[config.mk]
export PLATFORM = sky130hd
export DESIGN_NAME = dma_mode_seq
export DESIGN_NICKNAME = d
export VERILOG_FILES = /design/src/rtl/dma_seq_pkg.sv /design/src/rtl/dma_seq_bytes.sv /design/src/rtl/dma_seq_blocks.sv /design/src/rtl/dma_seq_flags.sv /design/src/rtl/dma_mode_seq.sv
export SDC_FILE = /design/constraint.sdc
export NUM_CORES = 1
export LEC_CHECK = 0
export CORE_ASPECT_RATIO = 1.2
export CORE_MARGIN = 8
export CORE_UTILIZATION = 49
export DETAILED_ROUTE_END_ITERATION = 12
export GPL_ROUTABILITY_DRIVEN = 0
export PLACE_DENSITY = 0.77
export SYNTH_ARGS = -nofsm -noshare
export SYNTH_HDL_FRONTEND = slang
export SYNTH_SLANG_ARGS = --single-unit
[constraint.sdc]
create_clock -name clk -period 2.6 [get_ports clk]
set_input_delay 0.65 -clock clk [delete_from_list [all_inputs] [get_ports clk]]
set_output_delay 0.65 -clock clk [all_outputs]
set_load 0.02 [all_outputs]
[src/rtl/dma_seq_pkg.sv]
package dma_seq_pkg;
  typedef enum logic [1:0] {
    MODE_ITEM  = 2'd0,
    MODE_BLOCK = 2'd1,
    MODE_TXN   = 2'd2,
    MODE_RSVD  = 2'd3
  } xfer_mode_e;

  localparam int FLAG_ITEM = 0;
  localparam int FLAG_BLK  = 1;
  localparam int FLAG_TXN  = 2;
  localparam int NUM_FLAGS = 3;

  function automatic logic [2:0] width_bytes(input logic [1:0] code);
    case (code)
      2'd0:    return 3'd1;
      2'd1:    return 3'd2;
      default: return 3'd4;
    endcase
  endfunction
endpackage

[src/rtl/dma_seq_bytes.sv]
module dma_seq_bytes #(
  parameter int BYTE_W = 24
) (
  input  logic              clk,
  input  logic              rst_n,
  input  logic              load,
  input  logic [BYTE_W-1:0] load_val,
  input  logic [BYTE_W-1:0] reload_val,
  input  logic              beat,
  input  logic [1:0]        width_code,
  output logic [2:0]        beat_bytes,
  output logic              blk_end
);
  import dma_seq_pkg::*;

  localparam int PAD = BYTE_W - 3;

  logic [BYTE_W-1:0] rem_q;
  logic [2:0]        wb;
  logic [BYTE_W-1:0] wb_ext;

  assign wb         = width_bytes(width_code);
  assign wb_ext     = {{PAD{1'b0}}, wb};
  assign blk_end    = (rem_q <= wb_ext);
  assign beat_bytes = blk_end ? rem_q[2:0] : wb;

  always_ff @(posedge clk or negedge rst_n) begin
    if (!rst_n) begin
      rem_q <= '0;
    end else if (load) begin
      rem_q <= load_val;
    end else if (beat) begin
      if (blk_end) rem_q <= reload_val;
      else         rem_q <= rem_q - wb_ext;
    end
  end
endmodule

[src/rtl/dma_seq_blocks.sv]
module dma_seq_blocks #(
  parameter int BLK_W = 8
) (
  input  logic             clk,
  input  logic             rst_n,
  input  logic             load,
  input  logic [BLK_W-1:0] load_val,
  input  logic             advance,
  output logic             last_blk
);
  localparam logic [BLK_W-1:0] ONE = BLK_W'(1);

  logic [BLK_W-1:0] rem_q;

  assign last_blk = (rem_q == ONE);

  always_ff @(posedge clk or negedge rst_n) begin
    if (!rst_n) begin
      rem_q <= ONE;
    end else if (load) begin
      rem_q <= load_val;
    end else if (advance && !last_blk) begin
      rem_q <= rem_q - ONE;
    end
  end
endmodule

[src/rtl/dma_seq_flags.sv]
module dma_seq_flags #(
  parameter int NF = 3
) (
  input  logic          clk,
  input  logic          rst_n,
  input  logic [NF-1:0] set,
  input  logic [NF-1:0] clr,
  input  logic [NF-1:0] mask,
  output logic [NF-1:0] flags,
  output logic          irq
);
  for (genvar i = 0; i < NF; i++) begin : g_flag
    always_ff @(posedge clk or negedge rst_n) begin
      if (!rst_n)      flags[i] <= 1'b0;
      else if (set[i]) flags[i] <= 1'b1;
      else if (clr[i]) flags[i] <= 1'b0;
    end
  end

  assign irq = |(flags & mask);
endmodule

[src/rtl/dma_mode_seq.sv]
module dma_mode_seq #(
  parameter int BYTE_W = 24,
  parameter int BLK_W  = 8
) (
  input  logic              clk,
  input  logic              rst_n,
  input  logic              en_set,
  output logic              ch_en,
  input  logic              req,
  input  logic [1:0]        cfg_mode,
  input  logic [1:0]        cfg_width,
  input  logic [BYTE_W-1:0] cfg_blk_bytes,
  input  logic [BLK_W-1:0]  cfg_blk_num,
  output logic              cmd_valid,
  input  logic              cmd_ready,
  output logic [2:0]        cmd_bytes,
  output logic              cmd_blk_last,
  output logic              cmd_txn_last,
  output logic [2:0]        flags,
  input  logic [2:0]        flag_clr,
  input  logic [2:0]        irq_mask,
  output logic              irq
);
  import dma_seq_pkg::*;

  logic              busy_q, open_q, en_q;
  xfer_mode_e        mode_q;
  logic [1:0]        width_q;
  logic [BYTE_W-1:0] sh_size_q;
  logic [BYTE_W-1:0] size_fix;
  logic [BLK_W-1:0]  blks_fix;
  logic              req_acc, start, hs, blk_end, last_blk, txn_end, stop;
  logic [NUM_FLAGS-1:0] flag_set;

  assign size_fix = (cfg_blk_bytes == '0) ? BYTE_W'(1) : cfg_blk_bytes;
  assign blks_fix = (cfg_blk_num == '0) ? BLK_W'(1) : cfg_blk_num;

  assign req_acc = req && en_q && !busy_q;
  assign start   = req_acc && !open_q;
  assign hs      = busy_q && cmd_ready;
  assign txn_end = hs && blk_end && last_blk;

  always_comb begin
    case (mode_q)
      MODE_BLOCK: stop = hs && blk_end;
      MODE_TXN:   stop = txn_end;
      default:    stop = hs;
    endcase
  end

  always_ff @(posedge clk or negedge rst_n) begin
    if (!rst_n) begin
      busy_q    <= 1'b0;
      open_q    <= 1'b0;
      en_q      <= 1'b0;
      mode_q    <= MODE_ITEM;
      width_q   <= 2'd0;
      sh_size_q <= BYTE_W'(1);
    end else begin
      if (req_acc) begin
        busy_q  <= 1'b1;
        mode_q  <= xfer_mode_e'(cfg_mode);
        width_q <= cfg_width;
      end else if (stop) begin
        busy_q  <= 1'b0;
      end
      if (start)        open_q <= 1'b1;
      else if (txn_end) open_q <= 1'b0;
      if (start) sh_size_q <= size_fix;
      if (en_set)       en_q <= 1'b1;
      else if (txn_end) en_q <= 1'b0;
    end
  end

  dma_seq_bytes #(.BYTE_W(BYTE_W)) u_bytes (
    .clk        (clk),
    .rst_n      (rst_n),
    .load       (start),
    .load_val   (size_fix),
    .reload_val (sh_size_q),
    .beat       (hs),
    .width_code (width_q),
    .beat_bytes (cmd_bytes),
    .blk_end    (blk_end)
  );

  dma_seq_blocks #(.BLK_W(BLK_W)) u_blocks (
    .clk      (clk),
    .rst_n    (rst_n),
    .load     (start),
    .load_val (blks_fix),
    .advance  (hs && blk_end),
    .last_blk (last_blk)
  );

  always_comb begin
    flag_set            = '0;
    flag_set[FLAG_ITEM] = hs;
    flag_set[FLAG_BLK]  = hs && blk_end;
    flag_set[FLAG_TXN]  = txn_end;
  end

  dma_seq_flags #(.NF(NUM_FLAGS)) u_flags (
    .clk   (clk),
    .rst_n (rst_n),
    .set   (flag_set),
    .clr   (flag_clr),
    .mask  (irq_mask),
    .flags (flags),
    .irq   (irq)
  );

  assign ch_en        = en_q;
  assign cmd_valid    = busy_q;
  assign cmd_blk_last = blk_end;
  assign cmd_txn_last = blk_end && last_blk;
endmodule

; ---- After elaboration in Yosys (flattened, before gate mapping)
; Index checks and enable logic that the tools add are counted.
; Widths: inputs -> output; s select.
[word_totals]
reg_bits = 66
inputBits = 47
word_cells = 63
[op_classes]
add_sub_neg = 2
order_cmp = 1
eq_ne = 4
muxes = 21
bitwise_logic = 1
reduce_logical = 23
[op_table]
columns = cell, n
row1 = $mux 24, 4
row2 = $le 24x3->1, 1
row3 = $logic_not 24->1, 1
row4 = $mux 8, 3
row5 = $sub 24x3->24, 1
row6 = $reduce_bool 2->1, 8
row7 = $mux 1, 11
row8 = $eq 8x1->1 const B, 1
row9 = $logic_and 1x1->1, 8
row10 = $logic_not 8->1, 1
row11 = $sub 8x1->8 const B, 1
row12 = $pmux 3 s2, 1
row13 = $eq 2x1->1 const B, 2
row14 = $and 3x3->3, 1
row15 = $logic_not 1->1, 3
row16 = $mux 3, 1
row17 = $reduce_or 3->1, 1
row18 = $eq 2x2->1 const B, 1
row19 = $logic_not 2->1, 1
row20 = $pmux 1 s2, 1

; ---- Logic depth before layout (Yosys ltp)
[depth]
depth_word = 8
ltp_mapped = 13
ltp_nobuf = 11

; ---- Modules after synthesis
; A second synthesis with hierarchy kept.
[unflattened]
cells_unflattened = 449
hier_area_um2 = 4180.3
[by_module_without_submodules]
columns = module, instances, cells_each, area_each_um2, seq_area_each_um2
row1 = dma_seq_bytes, 1, 253, 1973.1, 600.6
row2 = dma_mode_seq, 1, 121, 1527.7, 777.0
row3 = dma_seq_blocks, 1, 64, 555.5, 201.4
row4 = dma_seq_flags, 1, 11, 123.9, 75.1

; ---- Least setup slack after synthesis
; No wires, ideal clock.
[synth_path]
path_type = register -> output
startpoint = register width_q[1]
endpoint = output cmd_bytes[1]
t_arrival_ns = 2.413
slack_ns = -0.463
stages_incl_launch_ff = 12
path_cell_list = dfrtp_1 -> nor2_1 -> ha_1 -> fa_1 -> nor2b_1 -> o21ai_0 -> and3_1 -> clkbuf_1 -> nand2_1 -> inv_2 -> buf_4 -> o21ai_0
[synth_between]
elab_chain_len = 4
word_cells_on_any_way = 5
cone_classes = order compare: 1 / eq/ne: 1 / mux: 2 / reduce/logical: 1
[synth_rtl]
columns = element, line_no
row1 = from (decl), dma_mode_seq.sv:28  ; logic [1:0] width_q;
row2 = from (signal assigned), dma_mode_seq.sv:63  ; width_q <= cfg_width;
row3 = $eq 2x1->1 / $logic_not 2->1 (equally long branches), dma_seq_pkg.sv:15  ; case (code)
row4 = $pmux 3 s2 *, dma_seq_pkg.sv:15
row5 = $le 24x3->1 *, dma_seq_bytes.sv:24  ; assign blk_end = (rem_q <= wb_ext);
row6 = via cmd_blk_last, dma_mode_seq.sv:17  ; output logic cmd_blk_last,
row7 = $mux 3 *, dma_seq_bytes.sv:25  ; assign beat_bytes = blk_end ? rem_q[2:0] : wb;
row8 = to (decl), dma_mode_seq.sv:16  ; output logic [2:0] cmd_bytes,
; The timed path passes the listed nets; every way through them passes the cells marked *.

; ---- Worst setup path in the final report
[layout_path]
startpoint = register width_q[0]
endpoint = output cmd_bytes[0]
[layout_between]
elab_chain_len = 4
word_cells_on_any_way = 5
cone_classes = order compare: 1 / eq/ne: 1 / mux: 2 / reduce/logical: 1
[layout_rtl]
columns = element, line_no
row1 = $eq 2x1->1 / $logic_not 2->1 (equally long branches), dma_seq_pkg.sv:15
row2 = $pmux 3 s2 *, dma_seq_pkg.sv:15
row3 = $le 24x3->1, dma_seq_bytes.sv:24
row4 = $mux 3 *, dma_seq_bytes.sv:25
; Every way passes the cells marked *; elsewhere a longest branch is shown, timed or not.

==> impl_metrics.env <==
export IMPL_ys_seq_area_share_pct=44.5
export IMPL_slew_headroom_pct=22.7
export IMPL_r2r_start="width_q[1]$_DFFE_PN0P_"
export IMPL_crit_end="cmd_bytes[0]"
export IMPL_die_height_um=111
export IMPL_cts_sinks=66
export IMPL_synthToLayoutAreaGrowth_pct=42.6
export IMPL_synth_adder_area_share_pct=2.89
export IMPL_rows=35
export IMPL_die_w_um=95.5
export IMPL_start_kind="flip-flop"
export IMPL_wl_mm=12.1
export IMPL_avgSynthCellArea_um2=8.63
export IMPL_hold_violations=0
export IMPL_cp_required_ns=1.95
export IMPL_regToRegEndpoint="u_bytes.rem_q[19]$_DFFE_PN0P_"
export IMPL_min_path_type="in -> async"
export IMPL_synthArstFlopShare_pct=100
export IMPL_slew_violations=0
export IMPL_cts_tree="built"
export IMPL_synth_edf_count=0
export IMPL_period_minus_slack_ns=2.91
export IMPL_drive_gt1_share_pct=25.0
export IMPL_p_per_area_nw_per_um2=1030
export IMPL_cts_root_buf="clkbuf_8"
export IMPL_yosysTopAreaCell="dfrtp_1"
export IMPL_grt_pass1_vias=4136
export IMPL_hold_slack_ns=0.257
export IMPL_synth_warnings=0
export IMPL_maxCapViolCount=0
export IMPL_overflow=0
export IMPL_antenna_left=0
export IMPL_drt_iter0_drc=327
export IMPL_dieArea_um2=10600
export IMPL_dp_hpwl_mm=8.23
export IMPL_violations="setup timing"
export IMPL_synth_compound_area_share_pct=17.8
export IMPL_arrival_ns=2.26
export IMPL_cts_max_level=3
export IMPL_synth_simple_area_share_pct=25.4
export IMPL_antenna_found_initial=0
export IMPL_setup_viol_count_final=5
export IMPL_clkTransAtPathRegs_ns=0.08
export IMPL_max_freq_mhz=344
export IMPL_r2r_slack_ns=0.06
export IMPL_vias_per_cell=6.11
export IMPL_cp_startpoint="width_q[0]$_DFFE_PN0P_"
export IMPL_status="complete, but fails checks"
export IMPL_synth_nets=486
export IMPL_ys_ff_latch=66
export IMPL_synth_top_family_by_area="simple AND/OR/NAND/NOR gates"
export IMPL_yosysTopAreaCellShare_pct=43.1
export IMPL_p_leak_nw=2.31
export IMPL_fin_crit_sh_pct=112
export IMPL_fin_skew_ns=0.0167
export IMPL_yosysMostFrequentCell="nand2_1"
export IMPL_nets=607
export IMPL_clock_path_buffers=2
export IMPL_cts_buffers_inserted=9
export IMPL_synth_mux_area_share_pct=2.32
export IMPL_grt_max_degree=51
export IMPL_io_pins=58
export IMPL_post_synth_num_cell_types=61
export IMPL_vias=3966
export IMPL_coreArea_um2=7530
export IMPL_tightest_slew_ns=1.15
export IMPL_synth_flop_cell="dfrtp_1"
export IMPL_final_setup_worst_slack_ns=-0.306
export IMPL_start_util_pct=49.4
export IMPL_track_usage_pct=23.5
export IMPL_yosys_top_cells_count="98 x nand2_1, 64 x dfrtp_1, 21 x nor2_1"
export IMPL_rr_worst_depth=11
export IMPL_synth_cells=431
export IMPL_port_buffers=57
export IMPL_rsz0062_at_grt="yes"
export IMPL_end_kind="output port"
export IMPL_drc=0
export IMPL_synth_area_leaders="dfrtp_1 43%, nand2_1 9.9%, a21oi_1 2.7%"
export IMPL_insertedDiodeCount=0
export IMPL_ir_drop_mv=0.816
export IMPL_clk_latency_ns=0.35
export IMPL_dr_pass1_iters=5
export IMPL_critPathMaxFanout=5
export IMPL_syn_area_um2=3720
export IMPL_power_total_mw=5.44
export IMPL_wl_per_cell_um=18.7
export IMPL_grt_pass1_wl_mm=19.8
export IMPL_path_class="reg -> out"
export IMPL_yosys_area_share_xor_xnor_pct=2.83
## worst min path at each step
stage,depth (start not counted),start,endpoint
floorplan,0,rst_n,ch_en$_DFFE_PN0P_
global placement,2,sh_size_q[0]$_DFFE_PN1P_,sh_size_q[0]$_DFFE_PN1P_
detailed placement,2,sh_size_q[0]$_DFFE_PN1P_,sh_size_q[0]$_DFFE_PN1P_
CTS,1,rst_n,mode_q[1]$_DFFE_PN0P_
global route,1,rst_n,u_bytes.rem_q[19]$_DFFE_PN0P_
finish,1,rst_n,mode_q[1]$_DFFE_PN0P_
## area by class of cell
class,instances,area (µm²)
clock inverters,2,60.1
multi-input cells,325,2070
fillers,583,2230
flip-flops and latches,66,1650
well taps,92,115
repair buffers,134,1170
inverters,16,70.1
clock buffers,14,163
## power by group
| group | total [mW] | switching (mW) | internal [mW] |
|---|---|---|---|
| registers | 1.75 | 0.300 | 1.45 |
| clock network | 0.994 | 0.399 | 0.595 |
| logic | 2.70 | 1.33 | 1.37 |
## cell families (layout without fill, tap and decap cells)
group / after synthesis / count (layout)
simple gates: 195 / 195
mux: 8 / 8
flops: 66 / 66
fa+ha+maj: 8 / 8
xor+xnor: 12 / 12
buf+inv: 40 / 166
compound gates: 102 / 102
## sequential cells by signal, indices dropped and copies added, names as in the netlist
register and cells:
u_bytes.rem_q 24, sh_size_q 24, cmd_valid 1, mode_q 2, ch_en 1, u_blocks.rem_q 8, u_flags.flags 3, open_q 1
width_q 2
## repair_timing
action	CTS	global route
gates resized for setup	46	19
pin swaps	4	15
hold endpoints to repair	0	0
setup buffers	9	9
endpoints found under the setup margin	6	19
hold buffers	0	0
## layout by cell type, fill, tap and decap left out, types with 3 or more instances in the layout
| cell type | Yosys | final |
|---|---|---|
| xor2_1 | 4 | 4 |
| or3_1 | 3 | 3 |
| a22oi_1 | 6 | 6 |
| xnor2_1 | 8 | 8 |
| o21ai_1 | 9 | 9 |
| o21ai_0 | 20 | 15 |
| o311ai_1 | 1 | 3 |
| a211oi_1 | 5 | 4 |
| clkdlybuf4s50_1 | 0 | 50 |
| o21ai_2 | 0 | 3 |
| o211ai_1 | 5 | 5 |
| nor3_1 | 18 | 17 |
| clkbuf_1 | 17 | 3 |
| buf_6 | 0 | 7 |
| nand2_1 | 98 | 93 |
| dfrtp_1 | 64 | 64 |
| nor2_1 | 21 | 19 |
| inv_1 | 15 | 13 |
| mux2_2 | 5 | 5 |
| ha_1 | 7 | 5 |
| mux2i_1 | 3 | 3 |
| or4_1 | 5 | 5 |
| clkbuf_8 | 0 | 11 |
| o22ai_1 | 4 | 4 |
| nand4_1 | 7 | 7 |
| a31oi_1 | 7 | 7 |
| a21oi_1 | 20 | 20 |
| buf_4 | 2 | 74 |
| nand3_1 | 11 | 9 |
| nor4_1 | 14 | 13 |
## critical path, stage by stage, from the launching register on
cell	delay (ns)
dfrtp_1	0.41
nor2_2	0.16
ha_2	0.21
fa_2	0.24
nor2b_4	0.05
o21ai_2	0.15
and3_4	0.26
nand2_8	0.08
buf_6	0.12
o21ai_2	0.11
buf_6	0.13
## stage by stage
stage	worst slack, ns	utilization (%)	area [µm²]	TNS, ns	cells
6_report	-0.306	70.4	5310	-1.46	649
5_1_grt	-0.410	70.4	5310	-2.08	649
4_1_cts	-0.278	69.0	5190	-1.17	643
3_5_place_dp	-0.458	64.2	4830	-2.17	618
3_3_place_gp	-0.393	64.2	4830	-1.79	618
2_1_floorplan	-0.0320	-	3780	-0.0443	431
## metal layers
layer,GRT usage [%],share of wire (%),vias up
met3,5.05,7.2,55
met1,26.4,38,1906
met2,39.6,50,206
met5,0,0,-
li1,-,-,1799
met4,13.1,4.2,0
Power figures use the tool's default switching activity.
